--- config.mk ---
export PLATFORM = sky130hd
export DESIGN_NAME = msi_line_ctrl
export DESIGN_NICKNAME = d
export VERILOG_FILES = /design/src/rtl/msi_pkg.sv /design/src/rtl/msi_line_store.sv /design/src/rtl/msi_snoop_unit.sv /design/src/rtl/msi_req_unit.sv /design/src/rtl/msi_line_ctrl.sv
export SDC_FILE = /design/constraint.sdc
export NUM_CORES = 1
export LEC_CHECK = 0
export ABC_AREA = 1
export ABC_CLOCK_PERIOD_IN_PS = 2000
export BUFFER_PORTS_ARGS = -buffer_cell sky130_fd_sc_hd__clkbuf_2
export CAP_MARGIN = 40
export CORE_MARGIN = 4
export CORE_UTILIZATION = 46
export CTS_CLUSTER_DIAMETER = 80
export DETAILED_ROUTE_END_ITERATION = 6
export PLACE_DENSITY_LB_ADDON = 0.08
export SLEW_MARGIN = 10
export SYNTH_ARGS = -nofsm -noshare
export SYNTH_HDL_FRONTEND = slang
export SYNTH_SLANG_ARGS = --single-unit
--- constraint.sdc ---
create_clock -name clk_i -period 2 [get_ports clk_i]
set_input_delay 0.1 -clock clk_i [delete_from_list [all_inputs] [get_ports clk_i]]
set_output_delay 0.1 -clock clk_i [all_outputs]
set_load 0.01 [all_outputs]
--- src/rtl/msi_pkg.sv ---
package msi_pkg;
  typedef enum logic [1:0] {
    LN_INV = 2'd0,
    LN_SHR = 2'd1,
    LN_MOD = 2'd2
  } line_st_e;

  typedef enum logic [1:0] {
    CMD_RD  = 2'd0,
    CMD_RDX = 2'd1,
    CMD_UPG = 2'd2,
    CMD_WB  = 2'd3
  } bus_cmd_e;
endpackage

--- src/rtl/msi_line_store.sv ---
module msi_line_store
  import msi_pkg::*;
#(
  parameter int IDX_W  = 2,
  parameter int TAG_W  = 4,
  parameter int DATA_W = 8
) (
  input  logic              clk_i,
  input  logic              rst_ni,
  input  logic              wr_en_i,
  input  logic [IDX_W-1:0]  wr_idx_i,
  input  line_st_e          wr_st_i,
  input  logic              wr_tag_en_i,
  input  logic [TAG_W-1:0]  wr_tag_i,
  input  logic              wr_dat_en_i,
  input  logic [DATA_W-1:0] wr_dat_i,
  input  logic [IDX_W-1:0]  a_idx_i,
  output line_st_e          a_st_o,
  output logic [TAG_W-1:0]  a_tag_o,
  output logic [DATA_W-1:0] a_dat_o,
  input  logic [IDX_W-1:0]  b_idx_i,
  output line_st_e          b_st_o,
  output logic [TAG_W-1:0]  b_tag_o,
  output logic [DATA_W-1:0] b_dat_o
);
  localparam int LINES = 1 << IDX_W;

  line_st_e          st_q  [LINES];
  logic [TAG_W-1:0]  tag_q [LINES];
  logic [DATA_W-1:0] dat_q [LINES];

  always_ff @(posedge clk_i or negedge rst_ni) begin
    if (!rst_ni) begin
      for (int i = 0; i < LINES; i++) begin
        st_q[i]  <= LN_INV;
        tag_q[i] <= '0;
        dat_q[i] <= '0;
      end
    end else if (wr_en_i) begin
      st_q[wr_idx_i] <= wr_st_i;
      if (wr_tag_en_i) tag_q[wr_idx_i] <= wr_tag_i;
      if (wr_dat_en_i) dat_q[wr_idx_i] <= wr_dat_i;
    end
  end

  assign a_st_o  = st_q[a_idx_i];
  assign a_tag_o = tag_q[a_idx_i];
  assign a_dat_o = dat_q[a_idx_i];
  assign b_st_o  = st_q[b_idx_i];
  assign b_tag_o = tag_q[b_idx_i];
  assign b_dat_o = dat_q[b_idx_i];
endmodule

--- src/rtl/msi_snoop_unit.sv ---
module msi_snoop_unit
  import msi_pkg::*;
#(
  parameter int TAG_W = 4
) (
  input  logic             snp_valid_i,
  input  bus_cmd_e         snp_cmd_i,
  input  logic [TAG_W-1:0] snp_tag_i,
  input  line_st_e         line_st_i,
  input  logic [TAG_W-1:0] line_tag_i,
  output logic             flush_o,
  output logic             upd_o,
  output line_st_e         upd_st_o
);
  logic hit;

  assign hit = snp_valid_i && (line_st_i != LN_INV) && (line_tag_i == snp_tag_i);

  always_comb begin
    upd_o    = 1'b0;
    upd_st_o = line_st_i;
    flush_o  = 1'b0;
    if (hit) begin
      unique case (snp_cmd_i)
        CMD_RD: begin
          flush_o  = (line_st_i == LN_MOD);
          upd_o    = (line_st_i == LN_MOD);
          upd_st_o = LN_SHR;
        end
        CMD_RDX, CMD_UPG: begin
          flush_o  = (line_st_i == LN_MOD);
          upd_o    = 1'b1;
          upd_st_o = LN_INV;
        end
        default: ;
      endcase
    end
  end
endmodule

--- src/rtl/msi_req_unit.sv ---
module msi_req_unit
  import msi_pkg::*;
#(
  parameter int ADDR_W = 6,
  parameter int IDX_W  = 2,
  parameter int DATA_W = 8,
  localparam int TAG_W = ADDR_W - IDX_W
) (
  input  logic              cpu_req_i,
  input  logic              cpu_we_i,
  input  logic [ADDR_W-1:0] cpu_addr_i,
  input  logic [DATA_W-1:0] cpu_wdata_i,
  input  logic              snp_valid_i,
  input  logic              bus_done_i,
  input  logic [DATA_W-1:0] bus_rdata_i,
  input  line_st_e          line_st_i,
  input  logic [TAG_W-1:0]  line_tag_i,
  input  logic [DATA_W-1:0] line_dat_i,
  output logic              ack_o,
  output logic              breq_o,
  output bus_cmd_e          cmd_o,
  output logic [ADDR_W-1:0] baddr_o,
  output logic              upd_o,
  output line_st_e          upd_st_o,
  output logic              upd_tag_en_o,
  output logic              upd_dat_en_o,
  output logic [DATA_W-1:0] upd_dat_o
);
  logic [TAG_W-1:0] tag_c;
  logic [IDX_W-1:0] idx_c;
  logic tag_eq, hit, go, done;

  assign tag_c  = cpu_addr_i[ADDR_W-1:IDX_W];
  assign idx_c  = cpu_addr_i[IDX_W-1:0];
  assign tag_eq = (line_tag_i == tag_c);
  assign hit    = tag_eq && (cpu_we_i ? (line_st_i == LN_MOD) : (line_st_i != LN_INV));
  // remote transactions own the bus in their cycle
  assign go     = cpu_req_i && !snp_valid_i;
  assign ack_o  = go && hit;
  assign breq_o = go && !hit;
  assign done   = breq_o && bus_done_i;

  always_comb begin
    if (line_st_i == LN_MOD && !tag_eq)            cmd_o = CMD_WB;
    else if (cpu_we_i && tag_eq && line_st_i == LN_SHR) cmd_o = CMD_UPG;
    else if (cpu_we_i)                             cmd_o = CMD_RDX;
    else                                           cmd_o = CMD_RD;
  end

  assign baddr_o = (cmd_o == CMD_WB) ? {line_tag_i, idx_c} : cpu_addr_i;

  always_comb begin
    upd_o        = 1'b0;
    upd_st_o     = line_st_i;
    upd_tag_en_o = 1'b0;
    upd_dat_en_o = 1'b0;
    upd_dat_o    = bus_rdata_i;
    if (ack_o && cpu_we_i) begin
      upd_o        = 1'b1;
      upd_st_o     = LN_MOD;
      upd_dat_en_o = 1'b1;
      upd_dat_o    = cpu_wdata_i;
    end else if (done) begin
      upd_o = 1'b1;
      unique case (cmd_o)
        CMD_WB:  upd_st_o = LN_INV;
        CMD_RD: begin
          upd_st_o = LN_SHR; upd_tag_en_o = 1'b1; upd_dat_en_o = 1'b1;
        end
        CMD_RDX: begin
          upd_st_o = LN_MOD; upd_tag_en_o = 1'b1; upd_dat_en_o = 1'b1;
        end
        CMD_UPG: upd_st_o = LN_MOD;
        default: ;
      endcase
    end
  end
endmodule

--- src/rtl/msi_line_ctrl.sv ---
module msi_line_ctrl
  import msi_pkg::*;
#(
  parameter int ADDR_W = 6,
  parameter int IDX_W  = 2,
  parameter int DATA_W = 8
) (
  input  logic              clk_i,
  input  logic              rst_ni,
  input  logic              cpu_req_i,
  input  logic              cpu_we_i,
  input  logic [ADDR_W-1:0] cpu_addr_i,
  input  logic [DATA_W-1:0] cpu_wdata_i,
  output logic              cpu_ack_o,
  output logic [DATA_W-1:0] cpu_rdata_o,
  output logic              bus_req_o,
  output logic [1:0]        bus_cmd_o,
  output logic [ADDR_W-1:0] bus_addr_o,
  output logic [DATA_W-1:0] bus_wdata_o,
  input  logic              bus_done_i,
  input  logic [DATA_W-1:0] bus_rdata_i,
  input  logic              snp_valid_i,
  input  logic [1:0]        snp_cmd_i,
  input  logic [ADDR_W-1:0] snp_addr_i,
  output logic              snp_flush_o,
  output logic [DATA_W-1:0] snp_data_o
);
  localparam int TAG_W = ADDR_W - IDX_W;

  line_st_e          c_st, s_st, r_upd_st, s_upd_st, wr_st;
  logic [TAG_W-1:0]  c_tag, s_tag;
  logic [DATA_W-1:0] c_dat, s_dat, r_upd_dat;
  logic              r_upd, r_tag_en, r_dat_en, s_upd;
  logic              wr_en;
  logic [IDX_W-1:0]  wr_idx;
  bus_cmd_e          r_cmd;

  msi_req_unit #(.ADDR_W(ADDR_W), .IDX_W(IDX_W), .DATA_W(DATA_W)) u_req (
    .cpu_req_i   (cpu_req_i),
    .cpu_we_i    (cpu_we_i),
    .cpu_addr_i  (cpu_addr_i),
    .cpu_wdata_i (cpu_wdata_i),
    .snp_valid_i (snp_valid_i),
    .bus_done_i  (bus_done_i),
    .bus_rdata_i (bus_rdata_i),
    .line_st_i   (c_st),
    .line_tag_i  (c_tag),
    .line_dat_i  (c_dat),
    .ack_o       (cpu_ack_o),
    .breq_o      (bus_req_o),
    .cmd_o       (r_cmd),
    .baddr_o     (bus_addr_o),
    .upd_o       (r_upd),
    .upd_st_o    (r_upd_st),
    .upd_tag_en_o(r_tag_en),
    .upd_dat_en_o(r_dat_en),
    .upd_dat_o   (r_upd_dat)
  );

  msi_snoop_unit #(.TAG_W(TAG_W)) u_snp (
    .snp_valid_i(snp_valid_i),
    .snp_cmd_i  (bus_cmd_e'(snp_cmd_i)),
    .snp_tag_i  (snp_addr_i[ADDR_W-1:IDX_W]),
    .line_st_i  (s_st),
    .line_tag_i (s_tag),
    .flush_o    (snp_flush_o),
    .upd_o      (s_upd),
    .upd_st_o   (s_upd_st)
  );

  // local updates are masked during snoops, so the two never collide
  assign wr_en  = s_upd || r_upd;
  assign wr_idx = s_upd ? snp_addr_i[IDX_W-1:0] : cpu_addr_i[IDX_W-1:0];
  assign wr_st  = s_upd ? s_upd_st : r_upd_st;

  msi_line_store #(.IDX_W(IDX_W), .TAG_W(TAG_W), .DATA_W(DATA_W)) u_store (
    .clk_i      (clk_i),
    .rst_ni     (rst_ni),
    .wr_en_i    (wr_en),
    .wr_idx_i   (wr_idx),
    .wr_st_i    (wr_st),
    .wr_tag_en_i(!s_upd && r_tag_en),
    .wr_tag_i   (cpu_addr_i[ADDR_W-1:IDX_W]),
    .wr_dat_en_i(!s_upd && r_dat_en),
    .wr_dat_i   (r_upd_dat),
    .a_idx_i    (cpu_addr_i[IDX_W-1:0]),
    .a_st_o     (c_st),
    .a_tag_o    (c_tag),
    .a_dat_o    (c_dat),
    .b_idx_i    (snp_addr_i[IDX_W-1:0]),
    .b_st_o     (s_st),
    .b_tag_o    (s_tag),
    .b_dat_o    (s_dat)
  );

  assign bus_cmd_o   = r_cmd;
  assign bus_wdata_o = c_dat;
  assign cpu_rdata_o = c_dat;
  assign snp_data_o  = s_dat;

  p_snoop_blocks_cpu_r9: assert property (@(posedge clk_i) disable iff (!rst_ni)
    snp_valid_i |-> (!bus_req_o && !cpu_ack_o));

  p_ack_or_req_r2: assert property (@(posedge clk_i) disable iff (!rst_ni)
    (cpu_req_i && !snp_valid_i) |-> (cpu_ack_o != bus_req_o));

  p_flush_needs_snoop_r6: assert property (@(posedge clk_i) disable iff (!rst_ni)
    snp_flush_o |-> (snp_valid_i && snp_cmd_i != CMD_WB));

  p_single_flush_r7: assert property (@(posedge clk_i) disable iff (!rst_ni)
    snp_flush_o |=> !(snp_flush_o && $stable(snp_addr_i)));

  p_wb_then_fill_r8: assert property (@(posedge clk_i) disable iff (!rst_ni)
    (bus_req_o && bus_done_i && bus_cmd_o == CMD_WB)
      |=> (!$stable(cpu_addr_i) || !(bus_req_o && bus_cmd_o == CMD_WB)));

  p_read_fill_hits_r4: assert property (@(posedge clk_i) disable iff (!rst_ni)
    (bus_req_o && bus_done_i && bus_cmd_o == CMD_RD)
      |=> (!(cpu_req_i && !cpu_we_i && $stable(cpu_addr_i) && !snp_valid_i) || cpu_ack_o));
endmodule

* Word-level counts from Yosys, hierarchy flattened *
Index checks and enable logic that the tools add are counted.

storage, ports and cells
  flip-flop bits (word level) = 56
  bits of input ports = 36

cells by class
  order comparisons = 4
  equality and inequality tests = 10
  muxes and demuxes = 50
  bitwise gates (word level) = 3
  reduce and logical (&&, ||, !) cells = 29

operator list
  operator                                                   count
  2-to-1 mux 8 bit                                           6
  binary-select mux 8 bit (select 2 bit)                     2
  bitwise mux 32 bit                                         1
  2-to-1 mux 2 bit                                           12
  2-to-1 mux 4 bit                                           5
  binary-select mux 4 bit (select 2 bit)                     2
  bitwise mux 16 bit                                         1
  demux 8 bit (select 2 bit)                                 1
  logical AND 1 bit                                          14
  2-to-1 mux 1 bit                                           11
  equality test 2 bit (second input constant)                5
  greater-or-equal comparator 3 bit (second input constant)  3
  inverter 2 -> 3 bit                                        3
  binary-select mux 2 bit (select 2 bit)                     2
  bitwise mux 8 bit                                          1
  demux 4 bit (select 2 bit)                                 1
  equality test 4 bit                                        2
  equality test 2 x 1 -> 1 bit (second input constant)       3
  2-to-1 mux 6 bit                                           1
  one-hot mux 2 bit (3 select lines)                         1
  OR reduction 2 bit                                         3
  demux 2 bit (select 2 bit)                                 1
  logical NOT 1 bit                                          4
  logical NOT 2 bit                                          2
  7 further kinds                                            9

* Logic depth before layout (Yosys ltp) *
Gate-level depths: netlist of the first run.

  depth in word-level cells = 16
  gate-level depth with buffers = 20
  depth with buffers taken out = 20

* Hierarchy *
A second synthesis of the first run with hierarchy kept.

second synthesis, totals
  cell total of the unflattened synthesis = 701
  area total of the unflattened synthesis = 4276.6 um^2

by module, submodules not included
  module          instances  cells each  area each (um^2)
  msi_line_store  1          528         3367.0
  msi_req_unit    1          101         559.3
  msi_snoop_unit  1          45          215.2
  msi_line_ctrl   1          27          135.1

* Least setup slack after synthesis of the first run *
No wires, ideal clock.

  path type = register -> register
  start = register u_store.tag_q[8] (netlist bit)
  end = register u_store.st_q[1] (netlist bit)
  library setup time = 0.065 ns
  arrival time = 1.919 ns
  required time = 1.935 ns
  path slack = 0.016 ns
  stages on the path, launching flop included = 16
  buffers on the path = 0
  period minus slack after synthesis = 1.984 ns
  path through = dfrtp_1 > nand2_1 > nand3_1 > nand2_1 > nand2_1 > nand2_1 > nand2_1 > nor2_1 > nand2_1 > nand2_1 > nand2_1 > ha_1 > nand4_1 > a21oi_1 > nand2_1 > nand2_1

on the way
  cells in the longest elaborated chain, start to end = 15

RTL lines
  element                                                              RTL line              text
  from (decl)                                                          msi_line_store.sv:29  logic [TAG_W-1:0] tag_q [LINES];
  from (signal, indexed assignment)                                    msi_line_store.sv:41  if (wr_tag_en_i) tag_q[wr_idx_i] <= wr_tag_i;
  binary-select mux 4 bit (select 2 bit) *                             msi_line_store.sv:47  assign a_tag_o = tag_q[a_idx_i];
  2-to-1 mux 4 bit (implied by the code) * (2 in a row)                msi_line_store.sv:47
  equality test 4 bit *                                                msi_req_unit.sv:35    assign tag_eq = (line_tag_i == tag_c);
  logical AND 1 bit (2 in a row)                                       msi_req_unit.sv:45    else if (cpu_we_i && tag_eq && line_st_i == LN_SHR) cmd_o = CMD_UPG;
  2-to-1 mux 2 bit                                                     msi_req_unit.sv:45
  2-to-1 mux 2 bit *                                                   msi_req_unit.sv:44    if (line_st_i == LN_MOD && !tag_eq) cmd_o = CMD_WB;
  net bus_cmd_o[0]                                                     msi_line_ctrl.sv:17   output logic [1:0] bus_cmd_o,
  equality test 2 x 1 -> 1 bit or equality test 2 bit (tied branches)  msi_req_unit.sv:65    unique case (cmd_o)
  OR reduction 2 bit (no source line)                                  -
  one-hot mux 2 bit (3 select lines) *                                 msi_req_unit.sv:65
  2-to-1 mux 2 bit *                                                   msi_req_unit.sv:63    end else if (done) begin
  2-to-1 mux 2 bit *                                                   msi_req_unit.sv:58    if (ack_o && cpu_we_i) begin
  2-to-1 mux 2 bit *                                                   msi_line_ctrl.sv:74   assign wr_st = s_upd ? s_upd_st : r_upd_st;
  bitwise mux 8 bit *                                                  msi_line_store.sv:40  st_q[wr_idx_i] <= wr_st_i;
  to (signal, indexed assignment)                                      msi_line_store.sv:40
  to (decl)                                                            msi_line_store.sv:28  line_st_e st_q [LINES];

The timed path passes the listed nets; every way through them passes the cells marked *. The select of a mux whose other input is x is not followed.
A chain may end at the register's enable or synchronous reset.

* Worst setup path in the final report of the first run *
  start = register u_store.tag_q[4] (netlist bit)
  end = output port bus_addr_o[4]

on the way
  cells in the longest elaborated chain, start to end = 10

RTL lines
  element                                                RTL line              text
  binary-select mux 4 bit (select 2 bit) *               msi_line_store.sv:47
  2-to-1 mux 4 bit (implied by the code) * (2 in a row)  msi_line_store.sv:47
  equality test 4 bit *                                  msi_req_unit.sv:35
  logical AND 1 bit (2 in a row)                         msi_req_unit.sv:45
  2-to-1 mux 2 bit                                       msi_req_unit.sv:45
  2-to-1 mux 2 bit *                                     msi_req_unit.sv:44
  equality test 2 bit *                                  msi_req_unit.sv:50    assign baddr_o = (cmd_o == CMD_WB) ? {line_tag_i, idx_c} : cpu_addr_i;
  2-to-1 mux 6 bit *                                     msi_req_unit.sv:50
  to (decl)                                              msi_line_ctrl.sv:18   output logic [ADDR_W-1:0] bus_addr_o,

Every way passes the cells marked *; elsewhere a longest branch is shown, timed or not. The select of a mux whose other input is x is not followed.

==> impl_metrics.py, run 1 <==
metrics = {
    "run_status": {
        "status": "complete, but fails checks",
        "violations": "negative setup slack",
    },
    "worst_setup_path": {
        "cp_top_family": "simple AND/OR/NAND/NOR gates",
        "path_cells": "nand2_1, nand3_2, nand2_2, nand2_1, nand2_1, nand2_2, nor2_4, nand2_2, nand2_2, nand2_2, ha_4, inv_6, nand2_1, o21ai_0, clkbuf_2",
        "cp-end-kind": "primary output",
        "rrSetupSlack_ns": -0.21,
        "reg2regPathDepth": 16,
        "crit_slowest_cell": "dfrtp_1",
        "max_stage_delay_ns": 0.43,
        "cpMostUsedCell": "nand2_2",
        "arrival_ns": 2.12,
        "crit_type": "reg -> out",
        "critical_path_buf_inv_count": 2,
        "reg2reg_to": "u_store.dat_q[30]",
        "crit_fanout": 8,
        "cp.required_ns": 1.90,
        "start_kind": "register",
        "r2r_start": "u_store.tag_q[7]",
    },
    "timing": {
        "report.final.slew_viol_count": 0,
        "timing.final.crit_period_ns": 2.22,
        "rsz0062_at_grt": "yes",
        "setup_violations": 63,
        "max_freq_mhz": 451,
        "final.setup_skew_ns": 0.00486,
        "timing.hold.ws_ns": 0.0653,
        "worst_pin_slew_ns": 0.527,
        "fin_crit_sh": 1.11,
        "timing.final.ws_setup_ns": -0.218,
        "slew_headroom": 0.649,
        "hold_viol_final": 0,
    },
    "synth": {
        "ys_warn_count": 0,
        "synth_nets": 644,
        "syn_inst": 603,
        "syn_avg_cell_area_um2": 6.44,
        "yosysSeqAreaShare": 0.361,
        "ys_ff_latch": 56,
        "synth_cell_types": 23,
        "synthesis.area_mm2": 0.00389,
    },
    "global_route": {
        "grt_pass1_wl_um": 21700,
        "grt_overflow_total": 0,
        "grt_pass1_vias": 4457,
        "grt_usage": 0.272,
        "antenna_found_initial": 0,
        "grt_max_degree": 27,
    },
    "placed_design": {
        "post-dp-hpwl_um": 9090,
        "dpl_worst_slack_ns": -0.298,
        "place_area_mm2": 0.00471,
        "dp.cells": 802,
        "io_buffers": 70,
        "gp_congestion": 0.880,
    },
    "routing": {
        "drtAntennaViolNets": 0,
        "drt-total-wl_um": 14000,
        "wl_per_cell_um": 16.3,
        "firstDrtPassIters": 5,
        "viasPerCell": 5.49,
        "vias": 4702,
        "drtIter0Drc": 272,
        "drt_drc_violations_left": 0,
    },
    "floorplanning": {
        "core.rowCount": 33,
        "die-area_mm2": 0.00998,
        "dieHeight_um": 99.9,
        "core_area_mm2": 0.00822,
        "start_util": 0.473,
        "fp.dieW_um": 99.9,
        "io_pins": 71,
    },
    "power_and_ir_drop": {
        "power_frac_comb": 0.409,
        "seqPwrFrac": 0.425,
        "p_int_w": 0.00232,
        "ir_worst_vdd_mv": 0.454,
        "power_density_mw_per_mm2": 651,
        "p_sw_w": 0.00145,
        "clkPwrFrac": 0.166,
        "p_sw_frac": 0.384,
        "leakage_nw": 3.10,
        "power.total_w": 0.00376,
    },
    "final_layout": {
        "n_fill_cell": 647,
        "drive_gt1_frac": 0.387,
        "stdcell_area_mm2": 0.00578,
        "final_nets": 792,
        "synthToLayoutAreaGrowth_pct": 48.7,
        "diodes": 0,
        "final_cells": 857,
    },
    "min_path": {
        "whs_endpoint": "u_store.tag_q[8]",
        "hp-start": "cpu_addr_i[2]",
        "hold_class": "in -> reg",
        "hold_depth": 3,
    },
    "clock_network": {
        "insertion_delay_ns": 0.31,
        "cts_root_buf": "clkbuf_8",
        "cts_tree": "built",
        "h-tree-depth": 2,
        "clk_pin_slew_ns": 0.10,
        "cts_buffers": 5,
        "clockBufferDepth": 2,
        "clkSinkCount": 56,
    },
    "run": {
        "cap_violations": 0,
    },
}
[synthesized netlist by cell type, drive strengths merged]
cell	count	share of area
nand4	3	0.0064
a21oi	2	0.0026
inv	35	0.034
nand3b	2	0.0039
nand3	88	0.11
nor3	1	0.0013
clkbuf	6	0.0058
nand2	259	0.25
dfrtp	56	0.36
nor2	48	0.056
buf	32	0.052
nor4	1	0.0016
o21ai	49	0.066
ha	5	0.016
o22ai	16	0.026
[worst register-to-register path, delay by kind of cell (launching register included)]
family | cells | cell delay [ns]
AND/OR/NAND/NOR | 13 | 1.33
flip-flops | 1 | 0.40
buffers and inverters | 3 | 0.36
[flip-flops by register name (all words and copies together) (netlist names)]
name,cells
u_store.dat_q,32
u_store.st_q,8
u_store.tag_q,16
[worst max path at each step]
stage          depth (start not counted)  slack [ns]                end               from
2_1_floorplan                         15        0.02    u_store.st_q[1]   u_store.tag_q[8]
3_5_place_dp                          14       -0.30  u_store.dat_q[10]      cpu_addr_i[0]
5_1_grt                               15       -0.38      bus_addr_o[3]   u_store.tag_q[4]
4_1_cts                               15       -0.16      bus_addr_o[3]  u_store.tag_q[14]
3_3_place_gp                          14       -0.26  u_store.dat_q[21]      cpu_addr_i[1]
6_report                              15       -0.22      bus_addr_o[4]   u_store.tag_q[4]
[metal layers]
layer	GRT usage	share of wire	vias to the layer above
met5	0	0	-
met4	0.0798	0.028	0
met3	0.0514	0.092	40
met2	0.447	0.49	249
met1	0.367	0.39	2174
li1	-	-	2239
[power by group through the flow]
stage	logic, W	registers [W]	clock network (W)
after floorplan	0.000747	0.00154	0
after global placement	0.00111	0.00161	0
after detailed placement	0.00114	0.00161	0
after CTS	0.00140	0.00158	0.000634
after global routing	0.00171	0.00162	0.000687
final	0.00154	0.00160	0.000625
[placed cells by master, fill, tap and decap left out, types with 8 or more instances in the layout]
| cell type | netlist | final |
|---|---|---|
| inv_1 | 31 | 28 |
| buf_12 | 0 | 9 |
| nor2_1 | 43 | 38 |
| nor2_4 | 5 | 8 |
| o22ai_1 | 16 | 16 |
| clkbuf_2 | 0 | 63 |
| nand3_1 | 87 | 66 |
| dfrtp_1 | 56 | 56 |
| buf_6 | 0 | 20 |
| buf_4 | 17 | 75 |
| o21ai_0 | 44 | 34 |
| nand2_1 | 254 | 208 |
| nand3_2 | 1 | 20 |
| nand2_4 | 0 | 12 |
| nand2_2 | 5 | 38 |
[through the flow]
step	util	setup TNS, ns
floorplan	-	0
global placement	0.573	-8.98
detailed placement	0.573	-10.35
CTS	0.660	-2.91
global route	0.703	-17.44
finish	0.703	-9.29
[timing repair]
| item | in CTS | in global routing |
|---|---|---|
| pin swaps | 30 | 23 |
| hold endpoints to repair | 17 | 0 |
| gates cloned | 2 | 1 |
| setup buffers | 32 | 11 |
| hold buffers | 1 | 0 |
| setup endpoints to repair | 63 | 65 |
| resized for setup | 88 | 76 |
[layout make-up]
cell class | count | area, um2 | area share
Tap cell | 105 | 131 | 0.0227
Multi-Input combinational cell | 474 | 2580 | 0.446
Clock inverter | 3 | 18.8 | 0.00325
Clock buffer | 5 | 68.8 | 0.0119
Sequential cell | 56 | 1400 | 0.243
Inverter | 35 | 136 | 0.0236
Timing Repair Buffer | 179 | 1440 | 0.250
[cells by family after synthesis]
group,share of synthesized area
DFF,0.361
buffers and inverters,0.0918
adders and majority gates,0.0161
AOI/OAI and AO/OA,0.0943
and+or+nand+nor,0.437
Note: power is estimated with default switching activity, not from simulation.
==> run 2, diff against run 1 <==
- ABC_AREA: 1 -> not set
==> run 2 against run 1 <==
  * The flow still finishes with violations (negative setup slack)
  * First-iteration DRC count is 40% lower
  * Clock skew up 0.0035 ns
  * Setup slack got worse by 0.49 ns
  * Critical path type unchanged
  * Via count decreased by 36%
  * Sequential power hardly changed
  * Cell area decreased by 8.2%
  * Area after synthesis decreased by 7.1%
  * Fmax shrank 18%
  * Total power is 16% higher
  * Final cell count down 39%
  * Clock-buffer cell count unchanged
==> impl_metrics.py, run 2 <==
metrics = {
    "run_status": {
        "status": "complete, but fails checks",
        "violations": "negative setup slack",
    },
    "clock_network": {
        "clockBufferDepth": 2,
        "h-tree-depth": 2,
        "cts_tree": "built",
        "cts_buffers": 5,
        "insertion_delay_ns": 0.31,
        "clkSinkCount": 56,
        "clk_pin_slew_ns": 0.10,
        "cts_root_buf": "clkbuf_8",
    },
    "routing": {
        "drtAntennaViolNets": 0,
        "viasPerCell": 5.76,
        "drtIter0Drc": 163,
        "drt-total-wl_um": 10700,
        "firstDrtPassIters": 4,
        "drt_drc_violations_left": 0,
        "vias": 2987,
        "wl_per_cell_um": 20.6,
    },
    "final_layout": {
        "final_nets": 457,
        "n_fill_cell": 562,
        "final_common_cell": "clkbuf_2",
        "final_cells": 519,
        "synthToLayoutAreaGrowth_pct": 46.9,
        "drive_gt1_frac": 0.681,
        "largest-register": "u_store.dat_q",
        "layout.cells.most_common_list": "clkbuf_2, buf_4, dfrtp_1",
        "stdcell_area_mm2": 0.00530,
        "reg_top3": "u_store.dat_q x32, u_store.tag_q x16, u_store.st_q x8",
        "diodes": 0,
        "largest_reg_flops": 32,
    },
    "worst_setup_path": {
        "crit_slowest_cell": "mux4_2",
        "path_cells": "buf_4, mux4_2, nor2b_4, nor2_2, o21ai_4, buf_4, ha_4, mux2_2, clkbuf_2",
        "crit_fanout": 4,
        "crit_type": "reg -> out",
        "cp_top_family": "multiplexers",
        "cp-end-kind": "primary output",
        "start_kind": "register",
        "max_stage_delay_ns": 0.52,
        "critical_path_buf_inv_count": 3,
        "arrival_ns": 2.60,
        "cpMostUsedCell": "buf_4",
        "cp.required_ns": 1.90,
    },
    "power_and_ir_drop": {
        "leakage_nw": 2.39,
        "power_density_mw_per_mm2": 826,
        "power.total_w": 0.00438,
        "ir_worst_vdd_mv": 0.447,
    },
    "synth": {
        "synth_ff_type": "dfrtp_1",
        "synth_most_common_cell": "dfrtp_1",
        "synth_top_area_frac": 0.388,
        "synth_nets": 321,
        "syn_inst": 280,
        "syn_avg_cell_area_um2": 12.9,
        "yosysSeqAreaShare": 0.388,
        "synthesis.area_mm2": 0.00361,
        "synthArstFlopShare": 1.00,
        "ys_ff_latch": 56,
        "synth_area_leaders": "dfrtp_1, mux4_2, o22a_1",
        "synth_cell_types": 47,
        "synth_top_area_cell": "dfrtp_1",
        "ys_warn_count": 0,
        "synth_edf_count": 0,
        "yosys-top-cells-count": "dfrtp_1, o22a_1, mux4_2, mux2_1, buf_4",
    },
    "timing": {
        "setup_violations": 65,
        "worst_pin_slew_ns": 0.462,
        "final.setup_skew_ns": 0.00837,
        "timing.final.crit_period_ns": 2.70,
        "report.final.slew_viol_count": 0,
        "timing.final.ws_setup_ns": -0.704,
        "max_freq_mhz": 370,
        "fin_crit_sh": 1.35,
        "timing.hold.ws_ns": 0.135,
        "rsz0062_at_grt": "yes",
        "slew_headroom": 0.692,
        "hold_viol_final": 0,
        "setup_tns_ns": -36.45,
    },
    "floorplanning": {
        "io_pins": 71,
        "fp.dieW_um": 96.6,
        "dieHeight_um": 96.6,
        "die-area_mm2": 0.00933,
        "start_util": 0.469,
        "core_area_mm2": 0.00769,
        "core.rowCount": 32,
    },
    "run": {
        "cap_violations": 0,
    },
    "placed_design": {
        "post-dp-hpwl_um": 7310,
        "place_area_mm2": 0.00440,
        "gp_congestion": 0.862,
        "dp.cells": 485,
        "io_buffers": 70,
    },
    "global_route": {
        "grt_overflow_total": 0,
        "grt_max_degree": 23,
        "antenna_found_initial": 0,
        "grt_pass1_wl_um": 16300,
        "grt_pass1_vias": 3042,
        "grt_usage": 0.234,
    },
    "min_path": {
        "hold_class": "in -> reg",
    },
}
[run 2: changes by cell type after synthesis, moves of 6 or more]
cell / delta
mux2_1: +20
buf_2: -10
mux4_2: +28
nand3_1: -85
mux2i_1: +8
o22ai_1: -16
o22a_1: +32
nor2_1: -33
inv_1: -23
nand2_1: -239
o21ai_0: -41
nor2b_1: +6
[run 2: final timing paths]
check | slack (ns) | to | cells past startpoint | startpoint
setup reg to reg | -0.62 | u_store.st_q[6] | 10 | u_store.tag_q[3]
setup / recovery | -0.70 | bus_addr_o[4] | 9 | u_store.st_q[2]
hold reg to reg | 0.53 | u_store.dat_q[11] | 1 | u_store.dat_q[11]
max in group asynchronous | 1.07 | u_store.dat_q[9] | 3 | rst_ni
hold / removal | 0.14 | u_store.tag_q[14] | 2 | cpu_addr_i[4]
min in group asynchronous | 0.26 | u_store.st_q[5] | 2 | rst_ni
[run 2: area by class of cell]
class / count / area (um2) / area share
repair buffers: 156 / 1110 / 0.209
flip-flops and latches: 56 / 1400 / 0.264
clock buffers: 5 / 68.8 / 0.0130
inverters: 8 / 30.0 / 0.00566
multi-input cells: 189 / 2500 / 0.471
clock inverters: 3 / 68.8 / 0.0130
well taps: 102 / 128 / 0.0241
[run 2: per-stage QoR]
step	worst slack [ns]	util
5_1_grt	-0.772	0.690
2_1_floorplan	-0.518	-
3_5_place_dp	-0.708	0.572
4_1_cts	-0.685	0.661
6_report	-0.704	0.690
3_3_place_gp	-0.717	0.572
[run 2: kinds of logic after synthesis]
kind of cell / count (synthesis) / synth area share
AO/OA/AOI/OAI: 61 / 0.143
flip-flops: 56 / 0.388
buffers and inverters: 35 / 0.0593
AND/OR/NAND/NOR: 51 / 0.0843
multiplexers: 64 / 0.288
XOR/XNOR: 8 / 0.0194
adder cells (fa/ha/maj): 5 / 0.0173
[run 2: layer usage]
| layer | up-vias | track usage | routed length (um) |
|---|---|---|---|
| li1 | 1341 | - | - |
| met1 | 1557 | 0.327 | 4790 |
| met2 | 77 | 0.397 | 5410 |
| met3 | 12 | 0.0325 | 397 |
| met4 | 0 | 0.0374 | 86 |
| met5 | - | 0 | 0 |
[run 2: timing repair]
item	in CTS	in global routing
hold buffers	1	0
endpoints found under the hold margin	14	0
gates resized for setup	101	26
setup buffers	16	18
gates cloned	0	0
pin swaps	39	14
endpoints found under the setup margin	65	65
[run 2: where the power goes]
| part | switching [W] | leakage (nW) | internal (W) | total (W) |
|---|---|---|---|---|
| clock | 0.000387 | 0.0687 | 0.000504 | 0.000892 |
| sequential | 0.000210 | 0.668 | 0.00140 | 0.00161 |
| combinational | 0.000784 | 1.65 | 0.00109 | 0.00188 |
